--- src/rtl/fsr_pkg.sv ---
package fsr_pkg;
  localparam int unsigned SR_W     = 8;
  localparam int unsigned BIT_WIP  = 0;
  localparam int unsigned BIT_WEL  = 1;
  localparam int unsigned BIT_LOCK = 7;
  localparam int unsigned LVL_LSB  = 2;
  localparam int unsigned LVL_W    = 3;
  // bits a status write may change: lock and the three level bits
  localparam logic [SR_W-1:0] WR_MASK = 8'h9C;

  typedef enum logic [1:0] {
    PE_NONE  = 2'd0,
    PE_GRANT = 2'd1,
    PE_DENY  = 2'd2
  } pe_verdict_e;
endpackage

--- src/rtl/fsr_prot_map.sv ---
module fsr_prot_map #(
  parameter int unsigned BLOCK_W = 4,
  parameter int unsigned LVL_W   = 3
) (
  input  logic [LVL_W-1:0]   level,
  input  logic [BLOCK_W-1:0] blk,
  output logic               protect
);
  localparam int unsigned NBLK = 1 << BLOCK_W;

  logic [NBLK-1:0] mask;

  // one comparator per block; the level picks how many top blocks are fenced
  for (genvar g = 0; g < NBLK; g++) begin : g_blk
    always_comb begin
      if (level == '0) begin
        mask[g] = 1'b0;
      end else if (int'(level) > int'(BLOCK_W)) begin
        mask[g] = 1'b1;
      end else begin
        mask[g] = (g >= (int'(NBLK) - (1 << (int'(level) - 1))));
      end
    end
  end

  assign protect = mask[blk];
endmodule

--- src/rtl/fsr_wr_timer.sv ---
module fsr_wr_timer #(
  parameter int unsigned CYCLES = 6
) (
  input  logic clk,
  input  logic rst_n,
  input  logic start,
  output logic busy,
  output logic done
);
  localparam int unsigned CNT_W = (CYCLES > 1) ? $clog2(CYCLES) : 1;
  localparam logic [CNT_W-1:0] LOAD = CNT_W'(CYCLES - 1);

  logic [CNT_W-1:0] cnt_q, cnt_d;
  logic             busy_q, busy_d;
  logic             en;

  always_comb begin
    cnt_d  = cnt_q;
    busy_d = busy_q;
    en     = 1'b0;
    if (start && !busy_q) begin
      cnt_d  = LOAD;
      busy_d = 1'b1;
      en     = 1'b1;
    end else if (busy_q) begin
      en = 1'b1;
      if (cnt_q == '0) begin
        busy_d = 1'b0;
      end else begin
        cnt_d = cnt_q - 1'b1;
      end
    end
  end

  always_ff @(posedge clk or negedge rst_n) begin
    if (!rst_n) begin
      cnt_q  <= '0;
      busy_q <= 1'b0;
    end else if (en) begin
      cnt_q  <= cnt_d;
      busy_q <= busy_d;
    end
  end

  assign busy = busy_q;
  assign done = busy_q && (cnt_q == '0);
endmodule

--- src/rtl/fsr_status_guard.sv ---
module fsr_status_guard
  import fsr_pkg::*;
#(
  parameter int unsigned BLOCK_W     = 4,
  parameter int unsigned WRSR_CYCLES = 6
) (
  input  logic               clk,
  input  logic               rst_n,
  input  logic               wp_n,
  input  logic               wren_req,
  input  logic               wrdi_req,
  input  logic               wrsr_req,
  input  logic [SR_W-1:0]    wrsr_data,
  input  logic               pe_req,
  input  logic [BLOCK_W-1:0] pe_addr_hi,
  input  logic               exec_busy,
  input  logic               exec_done,
  output logic               pe_grant,
  output logic               pe_deny,
  output logic [SR_W-1:0]    status
);
  // reset: asserted asynchronously, released on the clock
  logic [1:0] rst_sync_q;
  logic       rst_ns;

  always_ff @(posedge clk or negedge rst_n) begin
    if (!rst_n) begin
      rst_sync_q <= 2'b00;
    end else begin
      rst_sync_q <= {rst_sync_q[0], 1'b1};
    end
  end
  assign rst_ns = rst_sync_q[1];

  // state
  logic [SR_W-1:0] sr_q, sr_d;
  logic [SR_W-1:0] hold_q, hold_d;
  logic            pend_q, pend_d;
  pe_verdict_e     verdict_q, verdict_d;
  logic            sr_en, hold_en, pend_en;

  logic            wr_start, wr_busy, wr_done;
  logic            wip, wel, lock, blk_prot;
  logic [LVL_W-1:0] level;

  assign wel   = sr_q[BIT_WEL];
  assign lock  = sr_q[BIT_LOCK];
  assign level = sr_q[LVL_LSB +: LVL_W];
  assign wip   = wr_busy | pend_q | exec_busy;

  fsr_prot_map #(
    .BLOCK_W (BLOCK_W),
    .LVL_W   (LVL_W)
  ) u_map (
    .level   (level),
    .blk     (pe_addr_hi),
    .protect (blk_prot)
  );

  fsr_wr_timer #(
    .CYCLES (WRSR_CYCLES)
  ) u_tmr (
    .clk   (clk),
    .rst_n (rst_ns),
    .start (wr_start),
    .busy  (wr_busy),
    .done  (wr_done)
  );

  // next-state
  always_comb begin
    sr_d      = sr_q;
    hold_d    = hold_q;
    pend_d    = pend_q;
    verdict_d = PE_NONE;
    wr_start  = 1'b0;

    // completion events
    if (wr_done) begin
      sr_d             = (sr_q & ~WR_MASK) | (hold_q & WR_MASK);
      sr_d[BIT_WEL]    = 1'b0;
    end
    if (pend_q && exec_done) begin
      pend_d        = 1'b0;
      sr_d[BIT_WEL] = 1'b0;
    end

    // new requests, program/erase first
    if (pe_req) begin
      if (wip) begin
        verdict_d = PE_DENY;
      end else if (!wel || blk_prot) begin
        verdict_d     = PE_DENY;
        sr_d[BIT_WEL] = 1'b0;
      end else begin
        verdict_d = PE_GRANT;
        pend_d    = 1'b1;
      end
    end else if (wrsr_req) begin
      if (!wip && wel) begin
        if (lock && !wp_n) begin
          sr_d[BIT_WEL] = 1'b0;
        end else begin
          wr_start = 1'b1;
          hold_d   = wrsr_data;
        end
      end
    end else if (wrdi_req) begin
      if (!wip) begin
        sr_d[BIT_WEL] = 1'b0;
      end
    end else if (wren_req) begin
      if (!wip) begin
        sr_d[BIT_WEL] = 1'b1;
      end
    end

    sr_d[BIT_WIP] = 1'b0;
    sr_en   = (sr_d != sr_q);
    hold_en = wr_start;
    pend_en = (pend_d != pend_q);
  end

  // registers
  always_ff @(posedge clk or negedge rst_ns) begin
    if (!rst_ns) begin
      sr_q <= '0;
    end else if (sr_en) begin
      sr_q <= sr_d;
    end
  end

  always_ff @(posedge clk or negedge rst_ns) begin
    if (!rst_ns) begin
      hold_q <= '0;
    end else if (hold_en) begin
      hold_q <= hold_d;
    end
  end

  always_ff @(posedge clk or negedge rst_ns) begin
    if (!rst_ns) begin
      pend_q <= 1'b0;
    end else if (pend_en) begin
      pend_q <= pend_d;
    end
  end

  always_ff @(posedge clk or negedge rst_ns) begin
    if (!rst_ns) begin
      verdict_q <= PE_NONE;
    end else begin
      verdict_q <= verdict_d;
    end
  end

  assign pe_grant = (verdict_q == PE_GRANT);
  assign pe_deny  = (verdict_q == PE_DENY);
  assign status   = sr_q | {{(SR_W-1){1'b0}}, wip};
endmodule

--- config.mk ---
export PLATFORM = sky130hd
export DESIGN_NAME = fsr_status_guard
export DESIGN_NICKNAME = d
export VERILOG_FILES = /design/src/rtl/fsr_pkg.sv /design/src/rtl/fsr_prot_map.sv /design/src/rtl/fsr_wr_timer.sv /design/src/rtl/fsr_status_guard.sv
export SDC_FILE = /design/constraint.sdc
export NUM_CORES = 1
export LEC_CHECK = 0
export ABC_AREA = 0
export BUFFER_PORTS_ARGS = -buffer_cell sky130_fd_sc_hd__buf_2
export CAP_MARGIN = 20
export CORE_AREA = 2 2 71 73
export DETAILED_ROUTE_END_ITERATION = 10
export DIE_AREA = 0 0 73 75
export GPL_TIMING_DRIVEN = 0
export PLACE_DENSITY = 0.6
export SLEW_MARGIN = 20
export SYNTH_ARGS = -nofsm -noshare
export SYNTH_HDL_FRONTEND = slang
export SYNTH_SLANG_ARGS = --single-unit
export TNS_END_PERCENT = 20
--- constraint.sdc ---
create_clock -name clk -period 2.5 [get_ports clk]
set_clock_uncertainty 0.05 [all_clocks]
set_input_delay 0.5 -clock clk [delete_from_list [all_inputs] [get_ports clk]]
set_output_delay 0.5 -clock clk [all_outputs]
set_load 0.01 [all_outputs]
Word-level counts from Yosys, hierarchy flattened. Index checks and enable logic that the tools add are counted.

$add $sub $neg: 3. Order comparisons: 18. Equality and inequality tests: 5. Shift operators: 1. Muxes and demuxes: 65. Bitwise logic cells: 6. Reduce and logical (&&, ||, !) cells: 15.

Operator list (count): 5-bit by 32-bit greater-or-equal comparator with 1-bit output, first input constant (8); 4-bit by 32-bit greater-or-equal comparator with 1-bit output, first input constant (4); 3-bit by 32-bit greater-or-equal comparator with 1-bit output, first input constant (2); 1-bit two-way mux (57); 1-bit by 32-bit greater-or-equal comparator with 1-bit output, first input constant (1); 2-bit by 32-bit greater-or-equal comparator with 1-bit output, first input constant (1); 1-bit by 32-bit left shift with 32-bit output, first input constant (1); 6-bit by 32-bit subtractor with 32-bit output, first input constant (1); 3-bit two-way mux (3); 8-bit two-way mux (1); 7-bit by 8-bit OR with 8-bit output (1); 8-bit by 1-bit OR with 8-bit output (1); 7-bit inequality test (1); 3-bit zero test (2); 2-bit two-way mux (3); 1-bit logical AND (5); 4-bit by 5-bit less-than comparator with 1-bit output, second input constant (1); 5-bit AND reduction (1); 1-bit binary-select mux with 4-bit select (1); 1-bit zero test (4); 3-bit by 1-bit subtractor with 4-bit output, second input constant (1); 3-bit > comparator, second input constant (1); 3-bit AND reduction (1); 3-bit by 1-bit subtractor with 3-bit output, second input constant (1); other kinds (8) (10).

Register bits after elaboration: 24. Output and inout port bits: 10. Word-level logic and storage cells: 120.

Longest topological paths before layout.
Word-level depth: 13. Gate-level depth with buffers: 15.

By module. From an unflattened synthesis, not the netlist that was laid out.

Cells, all modules: 142. Area, all modules: 1413.9 um^2.

By module, submodules not included: fsr_status_guard (instances 1, cells an instance 48, area an instance 643.1 um^2, seq. area each 350.3 um^2); fsr_prot_map (instances 1, cells an instance 75, area an instance 560.5 um^2, seq. area each 0.0 um^2); fsr_wr_timer (instances 1, cells an instance 19, area an instance 210.2 um^2, seq. area each 100.1 um^2).

Worst setup path before layout. OpenSTA, ideal clock, no wires.

Kind: register to register. From: register sr_q[2]. To: register verdict_q[1]. Setup time: 120 ps. Data arrival time: 3207 ps. Slack: -877 ps. Cell stages (with the launch flop): 15. Buffers on the path: 2. Cell sequence: dfrtp_1 -> buf_2 -> inv_1 -> ha_1 -> ha_1 -> buf_2 -> and3_1 -> inv_1 -> ha_1 -> or3b_1 -> or2_1 -> o22ai_1 -> a31oi_1 -> a221o_1 -> a41o_1.

Longest elaborated chain between the ends: 12. Elaborated cells between the ends (all ways): 59.

Ends and longest elaborated chain: start: declaration (line fsr_status_guard.sv:36) `logic [SR_W-1:0] sr_q, sr_d;`; start signal: assignment (line fsr_status_guard.sv:129) `sr_q <= sr_d;`; 3-bit by 1-bit subtractor with 4-bit output (line fsr_prot_map.sv:21) `mask[g] = (g >= (int'(NBLK) - (1 << (int'(level) - 1))));`; 1-bit by 32-bit left shift with 32-bit output (line fsr_prot_map.sv:21); 6-bit by 32-bit subtractor with 32-bit output (line fsr_prot_map.sv:21); 1-bit by 32-bit greater-or-equal comparator with 1-bit output (tied with other cells) (line fsr_prot_map.sv:21); 1-bit two-way mux (line fsr_prot_map.sv:18) `end else if (int'(level) > int'(BLOCK_W)) begin`; 1-bit two-way mux (line fsr_prot_map.sv:16) `if (level == '0) begin`; 1-bit binary-select mux with 4-bit select * (line fsr_prot_map.sv:26) `assign protect = mask[blk];`; 1-bit two-way mux (implied by the code) * (line fsr_prot_map.sv:26); 1-bit logical OR * (line fsr_status_guard.sv:92) `end else if (!wel || blk_prot) begin`; 2-bit two-way mux * (line fsr_status_guard.sv:92); 2-bit two-way mux * (line fsr_status_guard.sv:90) `if (wip) begin`; 2-bit two-way mux * (line fsr_status_guard.sv:89) `if (pe_req) begin`; via verdict_d[1] (line fsr_status_guard.sv:39) `pe_verdict_e verdict_q, verdict_d;`; end signal: assignment (line fsr_status_guard.sv:153) `verdict_q <= verdict_d;`; end: declaration (line fsr_status_guard.sv:39).

The timed path passes the listed nets; every way through them passes the cells marked *. The select of a mux whose other input is x is not followed. A chain may end at the register's enable or synchronous reset.

Final worst setup path. Ends and elaborated chain as after synthesis.

==> run metrics <==
outcome finished with violations; failing checks setup timing; post-synthesis sequential area ratio 0.331; # rows 25; syn avg cell area about 9 um2; Detail Placement HPWL 2210 um; final net count 220; Tcrit/Tclk final 1.15; Antenna Nets Post-Route 0; largest fanout on the critical path 4; final hold violation count 0; # DRC 0; largest stage delay on the critical path 0.40 ns; Post-Synthesis Cells 152; CTS Sinks 18; Place WS -0.750 ns; GRT Overall Usage 0.107; Max Freq between 300 and 400 MHz; synth top area cells dfrtp_1 33%, ha_1 8.3%, mux2_2 6.6%, inv_1 4.1%, nand2_1 3.0%; synth cell count leaders 18 x dfrtp_1, 15 x inv_1, 11 x nand2_1, 9 x ha_1, 8 x mux2_2; WP data required 2.59 ns; Layout area overhead 33.0%; fillers 469; CP Launch Type flop; Die Span Y 75 um; RSZ-0062 raised after global routing yes; PD cells 1260 nW/um2; CTS Root Cell clkbuf_8; detailed router's first-iteration violation count 40; Yosys cell types slightly below 50; PnR worst setup slack -0.387 ns; Synth Register Bits 18; Total Neg Setup Slack -1.37 ns; max-cap viol count 0; most common cell in the netlist dfrtp_1; Die X-Extent roughly 73 um; Pins Over Slew Limit 0; Top Ports 31; worst path arrival time 2.98 ns; Final Setup Violations 4; total power draw 2.29 mW; port bufs 23; vias in the first global route ~1.1k; RePlAce Congestion 0.798; YS warnings 0; first-pass GRT wire length 4660 um; via count 1218; Max-slew headroom 0.572; ANT cells 0; ys async rst share 1.00; grt total ovfl 0; CTS tree yes; crit path cell chain inv_2 > ha_4 > ha_4 > buf_6 > and3_4 > inv_4 > ha_4 > or3b_4 > or2_4 > o211ai_2 > a31oi_1 > a221o_1 > a41o_1; Starting Density 0.292; post-synth top area cell dfrtp_1; via/cell ratio ~5.0; Placeable Area ~4700 um2; clock transition at the registers of the reported paths 0.07 ns; Mapped Area approximately 1400 um2; Routed WL 2890 um; die area 5480 um2; EDFF count, synth 0; pin count of the biggest net entering global routing 17; Clock Latency Late Sink 0.25 ns; Pre-antenna DRT Iters 4; Max rail drop VDD approximately 0.00033 V; Tightest Pin Transition between 0.6 and 0.7 ns; Clock Tree Buf Depth 2; Worst Hold Class flop to asynchronous set/reset pin; CTS buffer count 3; Top FF cell, synth dfrtp_1; H-tree depth 1; initial antenna violation count 0; Final Critical Period 2.89 ns; share of the synthesized area in the top cell type 0.331; Critical Path Most Common Cell ha_4; Setup Crit Path Kind flop to flop; layout cells sized above 1 0.397; Leak Pwr 0.852 nW; Crit. End Element flop; WL per Instance approximately 12 um; crit path max-delay cell type or3b_4
==> stage by stage <==
stage | instances | util | cell area, um2 | hold slack (ns)
after floorplan | 153 | - | 1420 | 0.150
after global placement | 230 | 0.345 | 1610 | 0.236
after detailed placement | 230 | 0.345 | 1610 | 0.236
after CTS | 239 | 0.375 | 1750 | 0.250
after global routing | 243 | 0.389 | 1810 | 0.287
final | 243 | 0.389 | 1810 | 0.216
==> layout make-up <==
| class | instances | area (um2) | share of cell area |
|---|---|---|---|
| well taps | 54 | 67.6 | 0.0373 |
| clock buffers | 4 | 55.1 | 0.0304 |
| inverters | 15 | 58.8 | 0.0325 |
| repair buffers | 33 | 193 | 0.106 |
| plain buffers | 7 | 53.8 | 0.0297 |
| flip-flops and latches | 18 | 454 | 0.251 |
| multi-input cells | 112 | 930 | 0.513 |
==> per-layer routing <==
layer	up-vias	part of all wire	global-route usage
li1	621	-	-
met1	567	0.46	0.133
met2	25	0.48	0.181
met3	5	0.047	0.0295
met4	0	0.011	0.0288
met5	-	0	0
==> power by group <==
group | internal [mW] | switching (mW) | total, mW
registers | 0.410 | 0.0785 | 0.488
logic | 0.782 | 0.787 | 1.57
clock network | 0.140 | 0.0937 | 0.234
total | 1.33 | 0.959 | 2.29
==> state kept, by name (all words and copies together), names as in the netlist <==
register	flops
sr_q	5
hold_q	4
u_tmr.cnt_q	3
rst_sync_q	2
verdict_q	2
pend_q	1
u_tmr.busy	1
==> final timing paths <==
| check | from | to | slack [ns] | cells after the start |
|---|---|---|---|---|
| worst min-delay path | rst_sync_q[1] | u_tmr.cnt_q[1] | 0.22 | 0 |
| min in group clk | rst_sync_q[0] | rst_sync_q[1] | 0.30 | 0 |
| max in group asynchronous | rst_sync_q[1] | sr_q[4] | 1.73 | 0 |
| worst max-delay path | sr_q[2] | verdict_q[1] | -0.39 | 13 |
| worst min register to register | rst_sync_q[1] | u_tmr.cnt_q[1] | 0.22 | 0 |
| worst max register to register | sr_q[2] | verdict_q[1] | -0.39 | 13 |
==> cells in the final DEF (no fill, tap or decap), types with 5 or more instances in the layout <==
master	Yosys	final
ha_1	9	5
a21oi_1	7	7
inv_1	15	12
o21ai_0	5	5
dfrtp_1	18	15
nand2_1	11	11
buf_2	4	24
mux2_2	8	8
a31oi_1	6	6
buf_4	3	12
nand2b_1	5	5
==> repair_timing <==
action                                  in CTS  in global routing
hold endpoints to repair                     2                  0
buffers inserted                             4                  5
hold buffers                                 1                  0
pin swaps                                    9                  8
gates resized for setup                     11                  7
endpoints found under the setup margin       4                  4
==> cell families after synthesis <==
group           after synthesis  share of synthesized area
simple gates                 48                      0.201
compound gates               42                      0.225
buf+inv                      23                     0.0753
flops                        18                      0.331
fa+ha+maj                     9                     0.0826
mux                           9                     0.0735
other cells                   2                    0.00551
xor+xnor                      1                    0.00643
==> critical path: cells and delay by family (launching register included) <==
kind                       cells  cell delay, ns
adders and majority gates      3            0.58
and+or+nand+nor                3            0.84
DFF                            1            0.37
buffers and inverters          3            0.20
AOI/OAI and AO/OA              4            0.76
(Power assumes the default switching activity.)
